[config.mk]
export PLATFORM = sky130hd
export DESIGN_NAME = irq_entry_unit
export DESIGN_NICKNAME = d
export VERILOG_FILES = /design/src/rtl/irq_entry_pkg.sv /design/src/rtl/irq_msr_clear.sv /design/src/rtl/irq_vector_gen.sv /design/src/rtl/irq_entry_unit.sv
export SDC_FILE = /design/constraint.sdc
export NUM_CORES = 1
export LEC_CHECK = 0
export ABC_AREA = 1
export ABC_CLOCK_PERIOD_IN_PS = 1400
export BUFFER_PORTS_ARGS = -buffer_cell sky130_fd_sc_hd__buf_2
export CAP_MARGIN = 10
export CORE_ASPECT_RATIO = 1.4
export CORE_UTILIZATION = 35
export DETAILED_ROUTE_END_ITERATION = 6
export PLACE_DENSITY_LB_ADDON = 0.08
export SETUP_SLACK_MARGIN = 0.05
export SYNTH_ARGS = -nofsm -noshare
export SYNTH_HDL_FRONTEND = slang
export SYNTH_SLANG_ARGS = --single-unit
[constraint.sdc]
create_clock -name clk -period 1.4 [get_ports clk]
set_input_delay 0.28 -clock clk [delete_from_list [all_inputs] [get_ports clk]]
set_output_delay 0.28 -clock clk [all_outputs]
set_load 0.005 [all_outputs]
[src/rtl/irq_entry_pkg.sv]
package irq_entry_pkg;

  localparam int MSR_W = 32;

  // Interrupt source codes
  typedef enum logic {
    SRC_DEC = 1'b0,
    SRC_FIT = 1'b1
  } irq_src_e;

  // Bit positions (LSB = 0) forced low on interrupt entry
  localparam int NUM_CLR = 10;
  localparam int CLR_POS [NUM_CLR] = '{26, 25, 18, 15, 14, 13, 11, 8, 5, 4};

  function automatic logic [MSR_W-1:0] entry_clr_mask();
    logic [MSR_W-1:0] m;
    m = '0;
    for (int i = 0; i < NUM_CLR; i++) m[CLR_POS[i]] = 1'b1;
    return m;
  endfunction

  localparam logic [MSR_W-1:0] ENTRY_CLR_MASK = entry_clr_mask();

endpackage

[src/rtl/irq_msr_clear.sv]
module irq_msr_clear #(
  parameter int W = 32,
  parameter logic [W-1:0] CLR_MASK = '0
) (
  input  logic [W-1:0] msr_in,
  output logic [W-1:0] msr_out
);
  for (genvar b = 0; b < W; b++) begin : g_bit
    if (CLR_MASK[b]) begin : g_clr
      assign msr_out[b] = 1'b0;
    end else begin : g_keep
      assign msr_out[b] = msr_in[b];
    end
  end
endmodule

[src/rtl/irq_vector_gen.sv]
module irq_vector_gen #(
  parameter int ADDR_W  = 32,
  parameter int PFX_W   = 16,
  parameter int OFS_W   = 12,
  parameter int ALIGN_W = 4,
  parameter int NUM_SRC = 2,
  parameter int SEL_W   = (NUM_SRC > 1) ? $clog2(NUM_SRC) : 1
) (
  input  logic [PFX_W-1:0]         prefix,
  input  logic [NUM_SRC*OFS_W-1:0] ofs_tbl,
  input  logic [SEL_W-1:0]         sel,
  output logic [ADDR_W-1:0]        vec_addr
);
  logic [OFS_W-1:0] slot [NUM_SRC];
  logic [OFS_W-1:0] ofs_sel;

  for (genvar s = 0; s < NUM_SRC; s++) begin : g_slot
    assign slot[s] = ofs_tbl[s*OFS_W +: OFS_W];
  end

  always_comb begin
    ofs_sel = '0;
    for (int s = 0; s < NUM_SRC; s++)
      if (sel == SEL_W'(s)) ofs_sel = slot[s];
  end

  assign vec_addr = {prefix, ofs_sel, {ALIGN_W{1'b0}}};
endmodule

[src/rtl/irq_entry_unit.sv]
module irq_entry_unit
  import irq_entry_pkg::*;
#(
  parameter int ADDR_W  = 32,
  parameter int PFX_W   = 16,
  parameter int OFS_W   = 12,
  parameter int ALIGN_W = 4,
  parameter int NUM_SRC = 2,
  localparam int SEL_W  = (NUM_SRC > 1) ? $clog2(NUM_SRC) : 1
) (
  input  logic                     clk,
  input  logic                     rst,
  input  logic                     take_i,
  input  logic [SEL_W-1:0]         irq_src_i,
  input  logic                     eret_i,
  input  logic [ADDR_W-1:0]        next_pc_i,
  input  logic [MSR_W-1:0]         msr_i,
  input  logic [PFX_W-1:0]         vec_prefix_i,
  input  logic [NUM_SRC*OFS_W-1:0] vec_ofs_i,
  output logic [ADDR_W-1:0]        srr0_o,
  output logic [MSR_W-1:0]         srr1_o,
  output logic [MSR_W-1:0]         msr_o,
  output logic                     msr_we_o,
  output logic                     redirect_valid_o,
  output logic [ADDR_W-1:0]        redirect_addr_o
);
  logic [MSR_W-1:0]  msr_entry;
  logic [ADDR_W-1:0] vec_addr;
  logic              do_ret;

  irq_msr_clear #(.W(MSR_W), .CLR_MASK(ENTRY_CLR_MASK)) u_clear (
    .msr_in (msr_i),
    .msr_out(msr_entry)
  );

  irq_vector_gen #(
    .ADDR_W(ADDR_W), .PFX_W(PFX_W), .OFS_W(OFS_W),
    .ALIGN_W(ALIGN_W), .NUM_SRC(NUM_SRC), .SEL_W(SEL_W)
  ) u_vec (
    .prefix  (vec_prefix_i),
    .ofs_tbl (vec_ofs_i),
    .sel     (irq_src_i),
    .vec_addr(vec_addr)
  );

  assign do_ret = eret_i && !take_i;

  always_ff @(posedge clk) begin
    if (rst) begin
      srr0_o           <= '0;
      srr1_o           <= '0;
      msr_o            <= '0;
      msr_we_o         <= 1'b0;
      redirect_valid_o <= 1'b0;
      redirect_addr_o  <= '0;
    end else begin
      msr_we_o         <= take_i || do_ret;
      redirect_valid_o <= take_i || do_ret;
      if (take_i) begin
        srr0_o          <= next_pc_i;
        srr1_o          <= msr_i;
        msr_o           <= msr_entry;
        redirect_addr_o <= vec_addr;
      end else if (do_ret) begin
        msr_o           <= srr1_o;
        redirect_addr_o <= srr0_o;
      end
    end
  end
endmodule

==> Word level (Yosys, flattened, before mapping) <==
Index checks and enable logic that the tools add are counted.
{ "word_totals": {"rom_bits": 0, "reg_bits": 129, "word_cells": 17, "mem_count": 0, "out_inout_bits": 130, "latchBits": 0, "ramBits": 0, "inputBits": 109} }
{ "op_classes": {"shifts": 0, "n_mux": 5, "eq_ne": 0, "div": 0, "addsub": 0, "n_bitwise": 0, "magnitude_cmp": 0, "reduce_logical": 5, "multipliers": 0} }
{ "op_table": {"columns": ["operator", "n"], "rows": [
  ["2-to-1 mux 32 bit", 4],
  ["2-to-1 mux 12 bit", 1],
  ["nonzero test 2 bit", 1],
  ["OR reduction 2 bit", 1],
  ["logical AND 1 bit", 1],
  ["logical NOT 1 bit", 1],
  ["logical OR 1 bit", 1]
]} }

==> Longest topological paths before layout <==
Gate-level depths: netlist of run 1.
{ "depth": {"word_depth": 4, "mapped_depth": 7, "mapped_depth_nobuf": 6} }

==> Hierarchy <==
A second synthesis of run 1 with hierarchy kept.
{ "unflattened": {"cells_unflattened": 858, "area_unflattened_um2": 5836.8} }
{ "by_module_without_submodules": {"columns": ["module", "seq_area_each_um2", "area_each_um2", "n_inst", "cells_each"], "rows": [
  ["irq_entry_unit", 2582.5, 5281.3, 1, 765],
  ["irq_vector_gen", 0.0, 311.5, 1, 60],
  ["irq_msr_clear", 0.0, 244.0, 1, 33]
]} }

==> Worst setup path before layout of run 1 <==
OpenSTA, ideal clock, no wires.
{ "synth_timing": {"kind": "input to register", "startpoint": "input take_i", "endpoint": "register msr_o[22]", "required_time_ps": 1272, "stages": 5, "path_buffers": 2, "t_arrival_ps": 1013, "slack_ps": 259, "setup_ps": 128, "cell_sequence": "buf_4 buf_2 or2_2 o21ai_0 a21oi_1"} }
{ "synth_via": {"elab_chain_cells": 3, "elab_cells_between_ends": 4, "cone_classes": "1 x mux; 3 x reduce/logical"} }
{ "synth_rtl": {"columns": ["element", "line_no", "rtl"], "rows": [
  ["start, declared", "irq_entry_unit.sv:13", "input logic take_i,"],
  ["logical NOT 1 bit", "irq_entry_unit.sv:46", "assign do_ret = eret_i && !take_i;"],
  ["logical AND 1 bit", "irq_entry_unit.sv:46", null],
  ["nonzero test 2 bit (no line)", null, null],
  ["end signal, assigned", "irq_entry_unit.sv:62", "msr_o <= msr_entry;"],
  ["end signal, assigned", "irq_entry_unit.sv:65", "msr_o <= srr1_o;"],
  ["end, declared", "irq_entry_unit.sv:22", "output logic [MSR_W-1:0] msr_o,"]
]} }
Parallel ways exist; a longest one is shown, timed or not.
A chain may end at the register's enable or synchronous reset.

==> Worst setup path after layout of run 1 <==
{ "layout_timing": {"startpoint": "register srr0_o[7]", "endpoint": "output srr0_o[7]"} }
{ "layout_lines": {"columns": ["element", "line_no", "rtl"], "rows": [
  ["start, declared", "irq_entry_unit.sv:20", "output logic [ADDR_W-1:0] srr0_o,"],
  ["start signal, assigned", "irq_entry_unit.sv:60", "srr0_o <= next_pc_i;"]
]} }
No word-level cell between the ends.

==> results_dict.tcl, run 1 <==
set metrics [dict create \
    synth_seq_area_share_pct 52.6 \
    die_w_um 102 \
    fin_tns_setup_ns 0 \
    dr.pass1.iters 4 \
    syn-num-nets 778 \
    cp-start-kind "flop" \
    wire_per_inst_um 13.9 \
    cts.sink_count 129 \
    synth-simple-area-share_pct 25.5 \
    start_util_pct 36.3 \
    antenna_found_initial 1 \
    rr_startpoint "srr1_o[23]" \
    crit_chain "buf_2" \
    drv_slew 0 \
    startpoint "srr0_o[7]" \
    finalNonFillerCells 1093 \
    cp_max_fo 3 \
    clock_latency_ns 0.41 \
    vdd_drop_max_mv 0.770 \
    drt.antenna.violating_nets 0 \
    place_inst 1062 \
    synth_compound_area_share_pct 14.5 \
    avgSynthCellArea_um2 7.34 \
    synth.most_common_cell "nand2_1" \
    synth.area.mux_share_pct 0 \
    synth_fa_ha_area_share_pct 0 \
    critPathBufInv 1 \
    first_iter_violations 161 \
    hold_path.startpoint "next_pc_i[10]" \
    critical_path_required_ns 1.12 \
    dp_hpwl_mm 10.7 \
    nFillCells 1342 \
    num_vias 5108 \
    total_power_mw 10.4 \
    leakage_nw 3.71 \
    core-area_mm2 0.0135 \
    ys_types 15 \
    drc 0 \
    period_needed_ns 1.19 \
    worst_hold_slack_ns 0.0958 \
    cts_buffer_depth 2 \
    cts_resized 0 \
    synth-seq-cells 129 \
    nNetsFinal 1008 \
    wl_mm 15.2 \
    hold_viol 0 \
    h-tree-depth 4 \
    cts_root_buffer "clkbuf_16" \
    drv_cap 0 \
    end_kind "primary output" \
    place.gp.congestion 0.838 \
    rsz0062_at_grt "false" \
    period_share_pct 84.7 \
    cts-hold-fix-buffers 0 \
    synth_edf_count 0 \
    utilization_pct 52.4 \
    ys_warn_count 0 \
    grt_pass1_wl_mm 23.9 \
    portBuffers 238 \
    outcome "complete, no violations" \
    yosys-top-cells-count "nand2_1 (134), dfxtp_1 (129), nor2_1 (126)" \
    cts_tree "yes" \
    slowest_delay_ns 0.36 \
    slowest_stage "dfxtp_1" \
    n_antenna_cell 0 \
    synth_top_cell_area_share_pct 52.6 \
    syn_inst 669 \
    place_area_mm2 0.00638 \
    io-pin-count 239 \
    chipHeight_um 142 \
    cts-buffers-inserted 17 \
    finalSetupViolations 0 \
    min_path_type "primary input to flop" \
    rows 50 \
    synth_top_flop_cell "dfxtp_1" \
    power_density_mw_per_mm2 1470 \
    grt_overflow_total 0 \
    syn_to_final_growth_pct 44.3 \
    relSlewSlack_pct 70.6 \
    post_cts_buffers 0 \
    pre_cts_slack_ns -0.00225 \
    drive_above_1_share_pct 34.6 \
    yosys.area.top_type "dfxtp_1" \
    worst_slack_ns 0.214 \
    ys_top_cells_by_area "dfxtp_1 (53%), nand2_1 (10%), nor2_1 (9.6%), o21ai_0 (8.4%), a21oi_1 (5.4%)" \
    post-route-cell-area_mm2 0.00708 \
    max_freq_mhz 843 \
    grtUsageTotal_pct 21.3 \
    worstSetupPathType "flop to primary output" \
    synthXorXnorAreaFrac_pct 0 \
    cp_top_family "flip-flops" \
    synth_top_family_by_area "simple AND/OR/NAND/NOR gates" \
    path_clk_slew_ns 0.06 \
    worstPathArrival_ns 0.91 \
    die_area_mm2 0.0145 \
    grt_max_degree 43 \
    netlist_area_mm2 0.00491 \
    via_per_inst 4.67 \
    async_flop_share_pct 0 \
    finalClockSkew_ns 0.00449 \
    worst_pin_slew_ns 0.441 \
    grt_pass1_vias 5023 \
]
area by class of cell:
| cell class | instances | area (µm²) | area share (%) |
|---|---|---|---|
| clock buffers | 18 | 439 | 6.20 |
| clock inverters | 13 | 258 | 3.64 |
| inverters | 42 | 158 | 2.23 |
| multi-input cells | 452 | 1970 | 27.8 |
| flip-flops and latches | 129 | 2580 | 36.5 |
| well taps | 182 | 228 | 3.22 |
| repair buffers | 257 | 1450 | 20.4 |
where the power goes:
group / internal (mW) / switching [mW] / leakage [nW]
registers: 3.92 / 0.128 / 1.07
clock network: 3.57 / 1.67 / 0.337
logic: 0.525 / 0.612 / 2.30
worst paths after layout:
kind,to,slack (ns),cells after the start
setup / recovery,srr0_o[7],0.21,1
hold / removal,srr0_o[10],0.1,3
setup reg to reg,msr_o[23],0.48,3
hold reg to reg,msr_o[8],0.46,2
logic make-up (layout without fill, tap and decap cells):
logic type | count (synthesis) | after routing
flip-flops | 129 | 129
buffers and inverters | 88 | 330
AO/OA/AOI/OAI | 142 | 142
AND/OR/NAND/NOR | 310 | 310
worst min-delay path: cells and delay by family:
family,cells,cell delay [ns]
buffers and inverters,1,0.07
and+or+nand+nor,2,0.11
per-layer routing:
layer  up-vias  wire [µm]  global-route usage (%)
met5         -          8                       0
met3        26        953                    6.58
li1       2576          -                       -
met4         2        314                    8.27
met2       176       7660                    37.7
met1      2328       6310                    23.4
state kept, by name, summed over array words and instances, names as in the netlist:
name and flops:
redirect_addr_o 32, redirect_valid_o 1, srr0_o 32, msr_o 32, srr1_o 32
layout by cell type (no fill, tap or decap), drive strengths merged:
cell,count
clkinvlp,1
clkbuf,18
buf,257
nor2,127
dfxtp,129
clkinv,4
nand3,28
o21ai,89
inv,43
nand2,134
or2,21
a21oi,53
bufinv,7
(Power assumes the default switching activity.)
==> inputs of run 2 (changes only) <==
--- a/config.mk
+++ b/config.mk
@@ -5,8 +5,8 @@
 export SDC_FILE = /design/constraint.sdc
 export NUM_CORES = 1
 export LEC_CHECK = 0
-export ABC_AREA = 1
-export ABC_CLOCK_PERIOD_IN_PS = 1400
+export ABC_AREA = 0
+export ABC_CLOCK_PERIOD_IN_PS = 1050
 export BUFFER_PORTS_ARGS = -buffer_cell sky130_fd_sc_hd__buf_2
 export CAP_MARGIN = 10
 export CORE_ASPECT_RATIO = 1.4
==> constraint.sdc (replaced) <==
create_clock -name clk -period 1.05 [get_ports clk]
set_input_delay 0.21 -clock clk [delete_from_list [all_inputs] [get_ports clk]]
set_output_delay 0.21 -clock clk [all_outputs]
set_load 0.005 [all_outputs]
==> run 2 against run 1 <==
Effect of this change: the run now ends with negative setup slack left; power rose by 23%; non-clock buffer count up 65; wire length is 1.2% higher; utilization up 4.4 points.
==> results_dict.tcl, run 2 <==
set metrics [dict create \
    outcome "finished with violations" \
    violations "negative setup slack" \
    nNetsFinal 890 \
    grt_pass1_vias 4849 \
    via_per_inst 4.79 \
    clock_latency_ns 0.40 \
    cts_tree "yes" \
    worst_slack_ns -0.0130 \
    grtUsageTotal_pct 20.0 \
    clkPwrFrac_pct 42.4 \
    synth_top_flop_cell "dfxtp_1" \
    leakage_nw 4.08 \
    worstPathArrival_ns 0.85 \
    power_density_mw_per_mm2 1560 \
    period_needed_ns 1.06 \
    grt_overflow_total 0 \
    vdd_drop_max_mv 0.901 \
    core-area_mm2 0.0144 \
    synth-seq-cells 129 \
    avgSynthCellArea_um2 10.7 \
    cts-buffers-inserted 17 \
    synth_seq_area_share_pct 50.2 \
    wire_per_inst_um 15.7 \
    crit_chain "buf_2" \
    start_util_pct 35.8 \
    dr.pass1.iters 4 \
    synth_fa_ha_area_share_pct 0 \
    switching_share_pct 24.9 \
    cp-start-kind "flop" \
    relSlewSlack_pct 75.3 \
    cts_buffer_depth 2 \
    dp_hpwl_mm 10.2 \
    syn_to_final_growth_pct 58.6 \
    synth-simple-area-share_pct 10.7 \
    synth_edf_count 0 \
    netlist_area_mm2 0.00515 \
    ys_types 14 \
    die_w_um 104 \
    layout_commonest_cell "buf_2" \
    worst_pin_slew_ns 0.370 \
    async_flop_share_pct 0 \
    cp_max_fo 3 \
    multiInputGateArea_mm2 0.00231 \
    final_cell_mix "buf_2 (179), mux2i_1 (140), dfxtp_2 (129)" \
    cts-hold-fix-buffers 0 \
    ys_warn_count 0 \
    drc 0 \
    portBuffers 238 \
    critPathBufInv 1 \
    end_kind "primary output" \
    rows 52 \
    nFillCells 1304 \
    synth_top_cell_area_share_pct 50.2 \
    synth_top_family_by_area "multiplexers" \
    wl_mm 15.4 \
    pre_cts_slack_ns -0.105 \
    grt_max_degree 60 \
    min_path_type "primary input to flop" \
    synth_compound_area_share_pct 7.00 \
    cts_root_buffer "clkbuf_16" \
    slowest_delay_ns 0.34 \
    ff_latch_area_mm2 0.00274 \
    drv_slew 0 \
    p_switching_mw 3.18 \
    cts.sink_count 129 \
    die_area_mm2 0.0152 \
    cp_top_family "flip-flops" \
    antenna_found_initial 1 \
    period_share_pct 101 \
    num_vias 4705 \
    syn_inst 481 \
    ys_top_cells_by_area "dfxtp_1 (50%), mux2i_1 (27%), nor2_1 (5.8%), a211oi_1 (5.5%), nor2b_1 (4.6%)" \
    finalClockSkew_ns 0.00588 \
    synth.area.mux_share_pct 27.2 \
    hold_viol 0 \
    p_int_mw 9.59 \
    drive_above_1_share_pct 60.9 \
    h-tree-depth 4 \
    share_comb_of_total_power_pct 15.0 \
    path_clk_slew_ns 0.06 \
    place.gp.congestion 0.761 \
    synth.most_common_cell "mux2i_1" \
    yosys.area.top_type "dfxtp_1" \
    critical_path_required_ns 0.84 \
    syn-num-nets 590 \
    slowest_stage "dfxtp_2" \
    drt.antenna.violating_nets 0 \
    utilization_pct 56.8 \
    first_iter_violations 148 \
    seqPwrFrac_pct 42.6 \
    finalSetupViolations 30 \
    chipHeight_um 145 \
    worstSetupPathType "flop to primary output" \
    synthXorXnorAreaFrac_pct 0 \
    max_freq_mhz 941 \
    yosys-top-cells-count "mux2i_1 (140), dfxtp_1 (129), nor2_1 (80)" \
    io-pin-count 239 \
    grt_pass1_wl_mm 23.9 \
    rsz0062_at_grt "true" \
    drv_cap 0 \
]
## run 2: power by group through the flow
stage / Sequential, mW / Clock, mW / Combinational (mW)
floorplan: 5.49 / 0 / 0.776
global placement: 5.46 / 0 / 1.51
detailed placement: 5.47 / 0 / 1.54
CTS: 5.42 / 5.53 / 1.85
global route: 5.47 / 5.77 / 2.07
finish: 5.44 / 5.41 / 1.92
## run 2: path summary, 6_finish.rpt
path                                    startpoint             endpoint  slack, ns  cells after the start
worst min register to register  redirect_addr_o[1]   redirect_addr_o[1]       0.48                      2
worst max-delay path                    srr0_o[13]           srr0_o[13]      -0.01                      1
worst min-delay path                 next_pc_i[27]           srr0_o[27]       0.04                      3
worst max register to register          srr0_o[30]  redirect_addr_o[30]       0.13                      4
## run 2: cell families (layout without fill, tap and decap cells)
family / after synthesis / in the layout
mux: 140 / 140
simple gates: 120 / 120
buf+inv: 42 / 354
other cells: 0 / 1
compound gates: 50 / 50
flops: 129 / 129
## run 2: stage by stage
step                cell area, µm²  hold slack [ns]  total power [mW]  cells  TNS, ns
floorplan                     5160            0.357              6.26    481        0
global placement              6620            0.443              6.97    887   -0.181
detailed placement            6620            0.451              7.02    887    -1.05
CTS                           7970           0.0236              12.8    973    -2.30
global route                  8160           0.0467              13.3    983    -3.62
finish                        8160           0.0406              12.8    983   -0.124
## run 2: timing repair
item	4_1_cts	5_1_grt
endpoints found under the setup margin	130	130
resized for setup	165	20
buffers inserted	55	9
hold endpoints to repair	0	0
## run 2: area by class of cell
type	instances	share of cell area, %
diodes	1	0.0307
clock buffers	17	5.21
clock inverters	14	1.47
inverters	1	0.0460
multi-input cells	310	28.3
flip-flops and latches	129	33.6
well taps	189	2.90
repair buffers	322	28.4
## run 2: layer usage
| metal | share of wire [%] | vias to the layer above | routed length, µm | GRT usage [%] |
|---|---|---|---|---|
| met5 | 0 | - | 0 | 0 |
| met4 | 2.2 | 0 | 339 | 9.07 |
| met3 | 5.9 | 19 | 906 | 4.84 |
| met2 | 53 | 163 | 8190 | 36.7 |
| met1 | 39 | 2250 | 5990 | 21.4 |
| li1 | - | 2273 | - | - |
## run 2: tightest hold or removal path, delay by kind of cell
family	cells	cell delay, ns
and+or+nand+nor	1	0.07
muxes	1	0.05
buffers and inverters	1	0.08
